### src/rtl/tsr_pkg.sv
package tsr_pkg;
  localparam int DIV_MIN = 3;
  typedef enum logic [1:0] {
    ADJ_NONE  = 2'd0,
    ADJ_EARLY = 2'd1,
    ADJ_LATE  = 2'd2
  } phase_adj_e;
endpackage

### src/rtl/tsr_sync.sv
module tsr_sync #(
  parameter int STAGES = 2
) (
  input  logic clk_i,
  input  logic rst_ni,
  input  logic d_i,
  output logic q_o
);
  logic [STAGES-1:0] chain_q;

  always_ff @(posedge clk_i or negedge rst_ni) begin
    if (!rst_ni) chain_q <= '0;
    else         chain_q <= {chain_q[STAGES-2:0], d_i};
  end

  assign q_o = chain_q[STAGES-1];
endmodule

### src/rtl/tsr_slots.sv
module tsr_slots #(
  parameter int DIV_W = 4
) (
  input  logic [DIV_W-1:0] div_i,
  output logic [DIV_W-1:0] first_o,
  output logic [DIV_W-1:0] mid_o,
  output logic [DIV_W-1:0] last_o
);
  logic [DIV_W-1:0] base, step;

  always_comb begin
    base    = div_i[0] ? '0 : DIV_W'(1);
    step    = (div_i - DIV_W'(1) - base) >> 1;
    first_o = base;
    mid_o   = base + step;
    last_o  = base + (step << 1);
  end
endmodule

### src/rtl/tsr_vote.sv
module tsr_vote
  import tsr_pkg::*;
(
  input  logic       a_i,
  input  logic       b_i,
  input  logic       c_i,
  output logic       maj_o,
  output logic       noise_o,
  output phase_adj_e adj_o
);
  always_comb begin
    maj_o   = (a_i & b_i) | (a_i & c_i) | (b_i & c_i);
    noise_o = (a_i == c_i) && (b_i != a_i);
    if ((a_i == b_i) && (c_i != b_i))      adj_o = ADJ_EARLY;
    else if ((b_i == c_i) && (a_i != b_i)) adj_o = ADJ_LATE;
    else                                   adj_o = ADJ_NONE;
  end
endmodule

### src/rtl/tri_sample_rx.sv
module tri_sample_rx
  import tsr_pkg::*;
#(
  parameter int DIV_W       = 4,
  parameter int SYNC_STAGES = 2
) (
  input  logic             clk_i,
  input  logic             rst_ni,
  input  logic             rx_i,
  input  logic [DIV_W-1:0] div_i,
  output logic             bit_valid_o,
  output logic             bit_o,
  output logic             noise_o
);
  localparam logic [DIV_W-1:0] DivFloor = DIV_W'(DIV_MIN);

  logic             rx_s;
  logic             init_q, stall_q, first_q, s1_q, s2_q;
  logic             valid_q, bit_q, noise_q;
  logic [DIV_W-1:0] div_q, div_lim, d_use, cnt_q;
  logic [DIV_W-1:0] p1, p2, p3;
  logic             end_w, maj_w, noise_w;
  phase_adj_e       adj_w;

  tsr_sync #(.STAGES(SYNC_STAGES)) u_sync (
    .clk_i (clk_i),
    .rst_ni(rst_ni),
    .d_i   (rx_i),
    .q_o   (rx_s)
  );

  assign div_lim = (div_i < DivFloor) ? DivFloor : div_i;
  assign d_use   = init_q ? div_lim : div_q;

  tsr_slots #(.DIV_W(DIV_W)) u_slots (
    .div_i  (d_use),
    .first_o(p1),
    .mid_o  (p2),
    .last_o (p3)
  );

  tsr_vote u_vote (
    .a_i    (s1_q),
    .b_i    (s2_q),
    .c_i    (rx_s),
    .maj_o  (maj_w),
    .noise_o(noise_w),
    .adj_o  (adj_w)
  );

  assign end_w = !stall_q && (cnt_q == p3);

  always_ff @(posedge clk_i or negedge rst_ni) begin
    if (!rst_ni) begin
      init_q  <= 1'b1;
      div_q   <= DivFloor;
      cnt_q   <= '0;
      stall_q <= 1'b0;
      first_q <= 1'b1;
      s1_q    <= 1'b0;
      s2_q    <= 1'b0;
      valid_q <= 1'b0;
      bit_q   <= 1'b0;
      noise_q <= 1'b0;
    end else begin
      init_q  <= 1'b0;
      valid_q <= 1'b0;
      noise_q <= 1'b0;
      if (init_q || end_w) div_q <= div_lim;
      if (stall_q) begin
        stall_q <= 1'b0;  // idle cycle from a late correction
      end else if (end_w) begin
        valid_q <= 1'b1;
        bit_q   <= maj_w;
        noise_q <= noise_w;
        first_q <= 1'b1;
        unique case (adj_w)
          ADJ_EARLY: cnt_q <= DIV_W'(1);
          ADJ_LATE: begin
            cnt_q   <= '0;
            stall_q <= 1'b1;
          end
          default: cnt_q <= '0;
        endcase
      end else begin
        cnt_q <= cnt_q + DIV_W'(1);
        // first slot may be skipped by an early start: take it at the first counted cycle
        if (first_q && (cnt_q >= p1)) begin
          s1_q    <= rx_s;
          first_q <= 1'b0;
        end
        if (cnt_q == p2) s2_q <= rx_s;
      end
    end
  end

  assign bit_valid_o = valid_q;
  assign bit_o       = bit_q;
  assign noise_o     = noise_q;
endmodule

### config.mk
export PLATFORM = sky130hd
export DESIGN_NAME = tri_sample_rx
export DESIGN_NICKNAME = d
export VERILOG_FILES = /design/src/rtl/tsr_pkg.sv /design/src/rtl/tsr_sync.sv /design/src/rtl/tsr_slots.sv /design/src/rtl/tsr_vote.sv /design/src/rtl/tri_sample_rx.sv
export SDC_FILE = /design/constraint.sdc
export NUM_CORES = 1
export LEC_CHECK = 0
export ABC_AREA = 1
export BUFFER_PORTS_ARGS = -buffer_cell sky130_fd_sc_hd__buf_4
export CAP_MARGIN = 20
export CORE_MARGIN = 1
export CORE_UTILIZATION = 56
export CTS_BUF_LIST = sky130_fd_sc_hd__clkbuf_8
export CTS_CLUSTER_DIAMETER = 50
export DETAILED_ROUTE_END_ITERATION = 7
export HOLD_SLACK_MARGIN = 0.02
export MAX_ROUTING_LAYER = met4
export PLACE_DENSITY = 0.78
export REMOVE_ABC_BUFFERS = 1
export SETUP_SLACK_MARGIN = 0.02
export SKIP_LAST_GASP = 1
export SLEW_MARGIN = 20
export SYNTH_ARGS = -nofsm -noshare
export SYNTH_HDL_FRONTEND = slang
export SYNTH_HIERARCHICAL = 1
export SYNTH_SLANG_ARGS = --single-unit
### constraint.sdc
create_clock -name clk_i -period 2.21 [get_ports clk_i]
set_clock_uncertainty 0.05 [all_clocks]
set_input_delay 0.442 -clock clk_i [delete_from_list [all_inputs] [get_ports clk_i]]
set_output_delay 0.442 -clock clk_i [all_outputs]
set_load 0.1 [all_outputs]
Yosys cells after proc, flatten, opt, wreduce, memory -nomap -nowiden
Cells that the tools add are included.

operators by class
  $add $sub $neg = 5
  order comparisons = 2
  eq/ne operators = 10
  muxes and demuxes = 16
  bitwise logic cells = 7
  reduce and logical (&&, ||, !) cells = 12

operators by type and width
  operator               count
  $mux W4                3
  $mux W1                11
  $eq A4 B4 Y1           2
  $reduce_and A3 Y1      2
  $logic_and A1 B1 Y1    5
  $add A4 B1 Y4 const B  1
  $add A4 B3 Y4          1
  $add A4 B4 Y4          1
  $ge A4 B4 Y1           1
  $lt A4 B2 Y1 const B   1
  $mux W2                2
  $reduce_and A2 Y1      2
  $sub A4 B1 Y4 const B  1
  $sub A4 B4 Y4          1
  $and A1 B1 Y1          3
  $eq A1 B1 Y1           3
  $ne A1 B1 Y1           3
  $eq A2 B1 Y1 const B   1
  $eq A2 B2 Y1 const B   1
  $not A1 Y1             2
  $or A1 B1 Y1           2
  $reduce_bool A2 Y1     1
  $logic_not A1 Y1       1
  $logic_or A1 B1 Y1     1

word-level totals
  flip-flop bits (word level) = 18
  input port bits = 7
  output and inout port bits = 3
  word-level logic and storage cells = 63

Longest topological paths before layout
Gate-level depths: netlist of the first run.

  depth after elaboration = 10
  depth in mapped cells = 16
  mapped depth without buffers = 16

Modules after synthesis
The synthesis of the first run kept the hierarchy.

by module, submodules not included
  module         times used  cells an instance  area each (sq um)  sequential area each (sq um)
  tri_sample_rx  1           129                1,028.5            405.4
  tsr_slots      1           28                 167.7              0.0
  tsr_vote       1           11                 67.6               0.0
  tsr_sync       1           2                  50.0               50.0

Worst setup path before layout of the first run
Ideal clock, no wire load.

  path kind = input to register
  start point = input port div_i[3]
  end point = register s2_q
  setup time = 117 ps
  arrival time = 2,269 ps
  required time = 2,043 ps
  path slack = -226 ps
  cell stages on the path = 14
  buffers on the path = 0
  cell sequence = o21bai_1 > nand2_1 > o21ai_0 > inv_1 > ha_1 > ha_1 > inv_1 > ha_1 > xnor2_1 > nand2_1 > nor2_1 > nand3_1 > nand2_1 > nand2_1

on the way
  word-level cells in the longest chain between the ends = 10
  elaborated cells between the ends (all ways) = 13
  classes of those cells = add/sub (4); order compare (1); eq/ne (2); mux (3); bitwise (1); reduce/logical (2)

ends and longest elaborated chain
  element                          RTL line             RTL
  start: declaration               tri_sample_rx.sv:10  input logic [DIV_W-1:0] div_i,
  $lt A4 B2 Y1 (*)                 tri_sample_rx.sv:32  assign div_lim = (div_i < DivFloor) ? DivFloor : div_i;
  $mux W4 (*)                      tri_sample_rx.sv:32
  $mux W4 (*)                      tri_sample_rx.sv:33  assign d_use = init_q ? div_lim : div_q;
  net d_use[0]                     tri_sample_rx.sv:20  logic [DIV_W-1:0] div_q, div_lim, d_use, cnt_q;
  $mux W1 (*)                      tsr_slots.sv:12      base = div_i[0] ? '0 : DIV_W'(1);
  net p1[0]                        tri_sample_rx.sv:21  logic [DIV_W-1:0] p1, p2, p3;
  $sub A4 B4 Y4                    tsr_slots.sv:13      step = (div_i - DIV_W'(1) - base) >> 1;
  $add A4 B4 Y4 (*)                tsr_slots.sv:16      last_o = base + (step << 1);
  net p3[2]                        tri_sample_rx.sv:21
  $eq A4 B4 Y1 (*)                 tri_sample_rx.sv:51  assign end_w = !stall_q && (cnt_q == p3);
  $logic_and A1 B1 Y1 (*)          tri_sample_rx.sv:51
  $not A1 Y1 (no line) (*)         n/a
  $reduce_and A3 Y1 (no line) (*)  n/a
  end signal: assignment           tri_sample_rx.sv:92  if (cnt_q == p2) s2_q <= rx_s;
  end: declaration                 tri_sample_rx.sv:18  logic init_q, stall_q, first_q, s1_q, s2_q;

The timed path passes the listed nets; every way through them passes the cells marked *.
A chain may end at the register's enable or synchronous reset.

Worst setup path in the final report of the first run
  start point = register init_q
  end point = register s2_q

on the way
  word-level cells in the longest chain between the ends = 8
  elaborated cells between the ends (all ways) = 11
  classes of those cells = add/sub (4); eq/ne (2); mux (2); bitwise (1); reduce/logical (2)

ends and longest elaborated chain
  element                          RTL line             RTL
  start: declaration               tri_sample_rx.sv:18
  start signal: assignment         tri_sample_rx.sv:55  init_q <= 1'b1;
  start signal: assignment         tri_sample_rx.sv:66  init_q <= 1'b0;
  $mux W4 (*)                      tri_sample_rx.sv:33
  net d_use[0]                     tri_sample_rx.sv:20
  $mux W1 (*)                      tsr_slots.sv:12
  net p1[0]                        tri_sample_rx.sv:21
  $sub A4 B4 Y4                    tsr_slots.sv:13
  $add A4 B4 Y4 (*)                tsr_slots.sv:16
  net p3[2]                        tri_sample_rx.sv:21
  $eq A4 B4 Y1 (*)                 tri_sample_rx.sv:51
  $logic_and A1 B1 Y1 (*)          tri_sample_rx.sv:51
  $not A1 Y1 (no line) (*)         n/a
  $reduce_and A3 Y1 (no line) (*)  n/a

Marked as above.

==> results of run 1 <==
## worst register-to-register path: cells and delay by family, from the launching register on
kind / cells / cell delay [ps]
flip-flops: 1 / 600
AO/OA/AOI/OAI: 1 / 90
buffers and inverters: 2 / 120
adder cells (fa/ha/maj): 3 / 690
AND/OR/NAND/NOR: 6 / 500
XOR/XNOR: 1 / 100
## power breakdown
| part | internal [mW] | total (mW) | switching, mW |
|---|---|---|---|
| Sequential | 0.455 | 0.583 | 0.129 |
| Clock | 0.159 | 0.280 | 0.121 |
| Combinational | 0.552 | 1.44 | 0.892 |
| Total | 1.17 | 2.31 | 1.14 |
## flip-flops by register name, summed over array words and instances, names as in the netlist
| name | flops |
|---|---|
| noise_o | 1 |
| bit_valid_o | 1 |
| cnt_q | 4 |
| bit_o | 1 |
| u_sync/chain_q | 2 |
| s2_q | 1 |
| stall_q | 1 |
| first_q | 1 |
| s1_q | 1 |
| init_q | 1 |
| div_q | 4 |
## area by class of cell
class / instances / area, µm²
multi-input combinational: 114 / 861
sequential: 18 / 455
fill: 130 / 434
timing repair buffer: 29 / 235
inverter: 35 / 136
clock buffer: 4 / 55.1
tap: 28 / 35.0
## per-stage QoR
stage / instance area, µm² / util, % / total power [mW]
final: 1780 / 80.4 / 2.31
after detailed placement: 1470 / 66.6 / 1.69
after CTS: 1650 / 74.6 / 2.08
after global placement: 1470 / 66.6 / 1.63
after global routing: 1780 / 80.4 / 2.47
after floorplan: 1280 / - / 1.42
## placed cells by master, fill, tap and decap left out, types with 2 or more instances in the layout
master	synthesis	routed
dfstp_2	4	4
o21ai_4	0	2
ha_4	0	3
nand2_1	43	31
nor2_4	3	3
nor2_2	0	3
nand3_4	1	2
nand3_1	9	8
xnor2_1	4	3
nor2_1	8	5
buf_4	4	24
inv_4	0	2
dfrtp_1	14	14
inv_1	30	27
nand4_1	3	3
ha_1	11	8
o21ai_2	4	8
clkbuf_8	0	4
conb_1	2	4
buf_6	1	4
nand2_4	0	4
inv_2	4	6
o21bai_1	2	2
nand2_2	8	16
## metal layers
layer	wire [µm]	track usage [%]	part of all wire (%)
met1	1360	28.5	40
met2	1750	46.2	51
met3	200	3.03	5.8
met4	110	16.2	3.2
met5	0	-	0
## kinds of logic (layout without fill, tap and decap cells)
| group | count (synthesis) | count (layout) | synth area share, % |
|---|---|---|---|
| adder cells (fa/ha/maj) | 11 | 11 | 10.5 |
| AND/OR/NAND/NOR | 78 | 78 | 29.8 |
| buffers and inverters | 40 | 68 | 13.2 |
| flip-flops | 18 | 18 | 34.7 |
| other | 2 | 4 | 0.572 |
| AO/OA/AOI/OAI | 15 | 15 | 7.24 |
| XOR/XNOR | 6 | 6 | 4.00 |
## worst paths after layout
kind	end	slack, ps
min in group asynchronous	s1_q$_DFFE_PN0P_	530
setup reg to reg	s2_q$_DFFE_PN0P_	-70
setup / recovery	s2_q$_DFFE_PN0P_	-70
hold / removal	u_sync/chain_q[0]$_DFF_PN0_	240
hold reg to reg	u_sync/chain_q[1]$_DFF_PN0_	320
max in group asynchronous	first_q$_DFFE_PN1P_	1310
## what timing repair did
item	CTS	global route
hold buffers	1	0
resized for setup	16	36
endpoints found under the setup margin	11	15
buffers inserted	5	3
endpoints found under the hold margin	14	0
cloned	0	0
pin swaps	10	17
==> metrics.csv, run 1 <==
stage,metric,value,unit
worst_setup_path,cp-startpoint,init_q$_DFF_PN1_,
worst_setup_path,path_depth,13,
run,cap_violations,0,
clock_network,clock_sinks,18,
synthesis,synth-edff-count,0,
final_layout,layout-drive-gt1-share,45.5,%
worst_setup_path,cpPeakStageDelay,600,ps
timing,layout_setup_ws,-69.0,ps
synthesis,syn_inst,170,
worst_setup_path,worst_ep_arrival_time,2380,ps
power,vdd_drop_max,1.23,mV
route,detailroute.via_count,1224,
clock_network,clk_path_buf_depth,2,
placed_design,pre_cts_ws,-368,ps
global_routing,overflow,0,
synthesis,synthArstFlopShare,100,%
worst_setup_path,cp_top_family,adder cells,
timing,grt_setup_unrepaired,yes,
timing,fin_crit_sh,103,%
synthesis,synthesis.yosys.warnings,6,
worst_setup_path,timing.critical_path.fanout_max,5,
clock_network,cts_tree,built,
timing,finalSetupViolCount,3,
min_path,min_path_type,primary input to register,
synthesis,synth_area_leader_cell,dfrtp_1,
synthesis,synth.cell_area,1310,µm²
timing,hold_viol,0,
worst_setup_path,setup.worst_path.start_class,register,
final_layout,flow.area_growth_from_synthesis,35.3,%
route,first_iter_violations,41,
floorplan,core_area,2210,µm²
route,post_drt_via_cell_ratio,5.37,
worst_setup_path,cp_cell_sequence,nand2_2 > o21ai_4 > inv_2 > ha_4 > ha_4 > inv_4 > ha_4 > xnor2_2 > nand2_1 > nor2_2 > nand3_1 > nand2_1 > nand2_1,
clock_network,htree_num_levels,1,
route,remaining_drc_errors,0,
route,detail_route.first_pass.iterations,5,
global_routing,grt_antenna_before_repair,0,
synthesis,synthDistinctLibCells,25,
global_routing,grt_max_degree,19,
timing,slew_viol_final,0,
worst_setup_path,worst_r2r_path_depth,13,
placed_design,gp_congestion,0.832,
final_layout,final-instance-count-excl-fill,228,
worst_setup_path,regToRegStartpoint,init_q$_DFF_PN1_,
worst_setup_path,critPathCaptureType,register,
synthesis,yosysSeqAreaShare,34.7,%
worst_setup_path,slowest_stage,dfstp_2,
timing,final.min_clock_period,2280,ps
synthesis,yosys-top-cells-area,"dfrtp_1 27%, nand2_1 12%, ha_1 10%",
final_layout,diodes,0,
global_routing,track_usage,26.5,%
clock_network,cts_root_buffer,clkbuf_8,
floorplan,die_h,50.4,µm
timing,maxClockFrequency,439,MHz
route,antenna_violating_nets_post_route,0,
placed_design,dp.cells,216,
power,power_density,1300,nW/µm²
clock_network,clkTransAtPathRegs,80,ps
synthesis,synth.top_cells.by_count,"43 x nand2_1, 30 x inv_1, 14 x dfrtp_1",
global_routing,vias_in_the_first_global_route,1186,
worst_setup_path,worstSetupPathType,register to register,
synthesis,yosys_most_used_dff,dfrtp_1,
power,cellLeakagePower,0.910,nW
floorplan,boundaryPins,10,
route,avgRoutedWirePerCell,15.0,µm
route,post_route_wl,3430,µm
worst_setup_path,worst-endpoint-required,2310,ps
timing,hold_slack,241,ps
placed_design,port_buffers,9,
clock_network,cts_made_buffers,3,
worst_setup_path,worst-path-buf-inv,2,
synthesis,count_of_state_elements_after_synthesis,18,
synthesis,synth.most_common_cell,nand2_1,
floorplan,standard_cell_row_count,17,
final_layout,final_nets,219,
synthesis,synth_top_cell_area_share,26.7,%
global_routing,grt_pass1_wl,4740,µm
floorplan,design.die.area,2540,µm²
timing,setup-tns-final,-79.6,ps
run_status,status,"complete, but fails checks",
run_status,failed_checks,setup timing,
floorplan,fp.dieW,50.4,µm
synthesis,postSynthAreaPerCell,7.73,µm²
clock_network,clk_latency,260,ps
min_path,worst_hold_start,rx_i,
min_path,whs_path_depth,1,
floorplan,initial_utilization,59.4,%
placed_design,hpwlAfterDp,1810,µm
(Power assumes the default switching activity.)
==> inputs of run 2 (changes only) <==
--- a/config.mk
+++ b/config.mk
@@ -9,18 +9,17 @@
 export BUFFER_PORTS_ARGS = -buffer_cell sky130_fd_sc_hd__buf_4
 export CAP_MARGIN = 20
 export CORE_MARGIN = 1
-export CORE_UTILIZATION = 56
+export CORE_UTILIZATION = 54
 export CTS_BUF_LIST = sky130_fd_sc_hd__clkbuf_8
 export CTS_CLUSTER_DIAMETER = 50
 export DETAILED_ROUTE_END_ITERATION = 7
 export HOLD_SLACK_MARGIN = 0.02
 export MAX_ROUTING_LAYER = met4
-export PLACE_DENSITY = 0.78
+export PLACE_DENSITY = 0.76
 export REMOVE_ABC_BUFFERS = 1
 export SETUP_SLACK_MARGIN = 0.02
 export SKIP_LAST_GASP = 1
 export SLEW_MARGIN = 20
 export SYNTH_ARGS = -nofsm -noshare
 export SYNTH_HDL_FRONTEND = slang
-export SYNTH_HIERARCHICAL = 1
 export SYNTH_SLANG_ARGS = --single-unit
==> run 2 against run 1 <==
The flow still finishes with violations (setup timing); register-to-register slack got worse by 140 ps; die area is 14% lower; sequential power decreased by 5.3%; synthesized cell count fell by 21%; hold slack gained 2.3 ps; combinational power is 26% lower; clock power shrank 7%; first-iteration DRC count down 49%; global-route usage rose by 1.4 points; routed wire length down 22%; critical endpoint is now cnt_q[0]$_DFFE_PN0N_; largest cell class unchanged.
==> metrics.csv, run 2 <==
stage,metric,value,unit,change
route,antenna_violating_nets_post_route,0,,unchanged
synthesis,synthDistinctLibCells,23,,was 25
clock_network,htree_num_levels,1,,unchanged
floorplan,boundaryPins,10,,unchanged
route,avgRoutedWirePerCell,14.1,µm,was 15.0 µm
clock_network,cts_root_buffer,clkbuf_8,,unchanged
synthesis,synth_top_family_by_area,simple AND/OR/NAND/NOR gates,,unchanged
clock_network,clk_latency,250,ps,was 260 ps
clock_network,clkTransAtPathRegs,60,ps,was 80 ps
power,power_density,1240,nW/µm²,was 1300 nW/µm²
final_layout,final_nets,181,,was 219
synthesis,synth.most_common_cell,nand2_1,,unchanged
synthesis,yosys_most_used_dff,dfrtp_1,,unchanged
floorplan,standard_cell_row_count,15,,was 17
synthesis,synth_simple_gate_area_share,29.5,%,was 29.8%
synthesis,synthArstFlopShare,100,%,unchanged
route,first_iter_violations,21,,was 41
synthesis,synth_area_leader_cell,dfrtp_1,,unchanged
worst_setup_path,worst-path-buf-inv,4,,was 2
synthesis,syn_inst,134,,was 170
synthesis,synth-edff-count,0,,unchanged
run,cap_violations,0,,unchanged
clock_network,clock_sinks,18,,unchanged
floorplan,initial_utilization,60.0,%,was 59.4%
synthesis,synth_mux_area_share,0,%,unchanged
worst_setup_path,cpPeakStageDelay,560,ps,was 600 ps
final_layout,reg_top3,"cnt_q x4, div_q x4, u_sync.chain_q x2",,"was cnt_q x4, div_q x4, u_sync/chain_q x2"
run_status,failed_checks,setup timing,,unchanged
timing,fin_crit_sh,109,%,was 103%
global_routing,grt_pass1_wl,3860,µm,was 4740 µm
synthesis,postSynthAreaPerCell,8.07,µm²,was 7.73 µm²
power,cellLeakagePower,0.777,nW,was 0.910 nW
route,post_drt_via_cell_ratio,5.26,,was 5.37
clock_network,cts_made_buffers,3,,unchanged
final_layout,flow.area_growth_from_synthesis,40.3,%,was 35.3%
global_routing,vias_in_the_first_global_route,893,,was 1186
synthesis,synthAdderAreaFrac,9.26,%,was 10.5%
floorplan,design.die.area,2180,µm²,was 2540 µm²
floorplan,fp.dieW,46.7,µm,was 50.4 µm
route,detail_route.first_pass.iterations,6,,was 5
final_layout,n_fill_cell,106,,was 130
min_path,min_path_type,primary input to register,,unchanged
worst_setup_path,worstSetupPathType,register to register,,unchanged
synthesis,yosysSeqAreaShare,42.1,%,was 34.7%
floorplan,die_h,46.7,µm,was 50.4 µm
route,remaining_drc_errors,0,,unchanged
timing,finalSetupViolCount,15,,was 3
final_layout,most_used_cells_in_the_layout_excluding_fill_and_tap_cells,"33 x nand2_1, 24 x buf_4, 16 x inv_1",,"was 31 x nand2_1, 27 x inv_1, 24 x buf_4"
synthesis,yosys-top-cells-area,"dfrtp_1 32%, nand2_1 14%, dfstp_2 9.7%",,"was dfrtp_1 27%, nand2_1 12%, ha_1 10%"
placed_design,port_buffers,9,,unchanged
timing,hold_slack,243,ps,was 241 ps
placed_design,gp_congestion,0.843,,was 0.832
placed_design,hpwlAfterDp,1640,µm,was 1810 µm
timing,slew_viol_final,0,,unchanged
placed_design,dp.cells,182,,was 216
final_layout,diodes,0,,unchanged
global_routing,grt_antenna_before_repair,0,,unchanged
power,vdd_drop_max,0.984,mV,was 1.23 mV
final_layout,layout-drive-gt1-share,39.4,%,was 45.5%
synthesis,compound_cell_area_share_of_the_yosys_netlist,6.37,%,was 7.24%
synthesis,synthesis.yosys.warnings,0,,was 6
worst_setup_path,slowest_stage,dfstp_2,,unchanged
route,post_route_wl,2690,µm,was 3430 µm
timing,final.min_clock_period,2420,ps,was 2280 ps
clock_network,clk_path_buf_depth,2,,unchanged
route,detailroute.via_count,1000,,was 1224
worst_setup_path,setup.worst_path.start_class,register,,unchanged
timing,layout_setup_ws,-206,ps,was -69.0 ps
final_layout,final_common_cell,nand2_1,,unchanged
synthesis,synth.top_cells.by_count,"39 x nand2_1, 19 x inv_1, 14 x dfrtp_1",,"was 43 x nand2_1, 30 x inv_1, 14 x dfrtp_1"
synthesis,synth_top_cell_area_share,32.4,%,was 26.7%
worst_setup_path,worst_ep_arrival_time,2560,ps,was 2380 ps
floorplan,core_area,1800,µm²,was 2210 µm²
clock_network,cts_tree,built,,unchanged
worst_setup_path,critPathCaptureType,register,,unchanged
worst_setup_path,worst-endpoint-required,2350,ps,was 2310 ps
timing,grt_setup_unrepaired,yes,,unchanged
run_status,status,"complete, but fails checks",,unchanged
timing,hold_viol,0,,unchanged
global_routing,track_usage,27.8,%,was 26.5%
timing,maxClockFrequency,414,MHz,was 439 MHz
worst_setup_path,cp_top_family,flip-flops,,was adder cells
power,power.total,1.88,mW,was 2.31 mW
worst_setup_path,cp_cell_sequence,buf_6 > nand3_2 > nand2_2 > ha_4 > ha_4 > inv_4 > o21ai_0 > a21oi_1 > o21ai_1 > a21oi_2 > nand4_4 > buf_8 > inv_4 > nand3_2 > nand2_1,,was nand2_2 > o21ai_4 > inv_2 > ha_4 > ha_4 > inv_4 > ha_4 > xnor2_2 > nand2_1 > nor2_2 > nand3_1 > nand2_1 > nand2_1
synthesis,synth_xor_xnor_area_share,4.05,%,was 4.00%
global_routing,overflow,0,,unchanged
synthesis,synth.cell_area,1080,µm²,was 1310 µm²
final_layout,final-instance-count-excl-fill,190,,was 228
synthesis,count_of_state_elements_after_synthesis,18,,unchanged
final_layout,postLayoutCoreUtil,84.2,%,was 80.4%
worst_setup_path,timing.critical_path.fanout_max,8,,was 5
global_routing,grt_max_degree,19,,unchanged
==> run 2: cell count changes in the layout (fill, tap and decap cells not counted), moves of 4 or more <==
cell     change
nand3_2      +5
inv_2        -4
inv_1       -11
o21ai_2      -5
nand2_2     -12
==> run 2: logic make-up (layout without fill, tap and decap cells) <==
logic type / Yosys count / count (layout)
buffers and inverters: 22 / 53
flip-flops: 18 / 18
adder cells (fa/ha/maj): 8 / 8
XOR/XNOR: 5 / 5
AND/OR/NAND/NOR: 67 / 67
other: 1 / 1
AO/OA/AOI/OAI: 13 / 13
==> run 2: repair_timing <==
action                     in CTS  in global routing
gates resized for setup        23                 13
hold endpoints to repair       14                  0
setup endpoints to repair      15                 15
hold buffers                    1                  0
gates cloned                    0                  0
setup buffers                   3                  0
pin swaps                      11                 12
==> run 2: through the flow <==
step | worst slack, ps | cell area [µm²] | TNS [ps]
global placement | -349 | 1280 | -4180
finish | -206 | 1520 | -2180
global route | -321 | 1520 | -3610
CTS | -90.4 | 1460 | -437
detailed placement | -449 | 1280 | -4980
floorplan | -323 | 1070 | -3030
==> run 2: path summary, 6_finish.rpt <==
path | to | depth (start not counted) | slack (ps) | startpoint
hold reg to reg | u_sync.chain_q[1]$_DFF_PN0_ | 0 | 300 | u_sync.chain_q[0]$_DFF_PN0_
min in group asynchronous | stall_q$_DFF_PN0_ | 2 | 540 | rst_ni
max in group asynchronous | div_q[1]$_DFFE_PN1P_ | 2 | 1310 | rst_ni
hold / removal | u_sync.chain_q[0]$_DFF_PN0_ | 1 | 240 | rx_i
setup / recovery | cnt_q[0]$_DFFE_PN0N_ | 15 | -210 | init_q$_DFF_PN1_
setup reg to reg | cnt_q[0]$_DFFE_PN0N_ | 15 | -210 | init_q$_DFF_PN1_
==> run 2: final cells by class <==
class                           instances  area (µm²)  share of cell area [%]
Multi-Input combinational cell         94         661                    43.6
Sequential cell                        18         455                    30.0
Timing Repair Buffer                   28         228                    15.0
Inverter                               21        86.3                    5.69
Clock buffer                            4        55.1                    3.63
Tap cell                               25        31.3                    2.06
==> run 2: where the power goes <==
group          internal [mW]  switching (mW)
clock                  0.158           0.103
combinational          0.407           0.665
sequential             0.454          0.0983
total                   1.02           0.866
==> run 2: routing by layer <==
| layer | up-vias | GRT usage [%] | part of all wire, % |
|---|---|---|---|
| met2 | 31 | 45.0 | 53 |
| li1 | 490 | - | - |
| met5 | - | - | 0 |
| met1 | 464 | 32.4 | 39 |
| met3 | 15 | 5.00 | 3.5 |
| met4 | 0 | 16.0 | 4.9 |
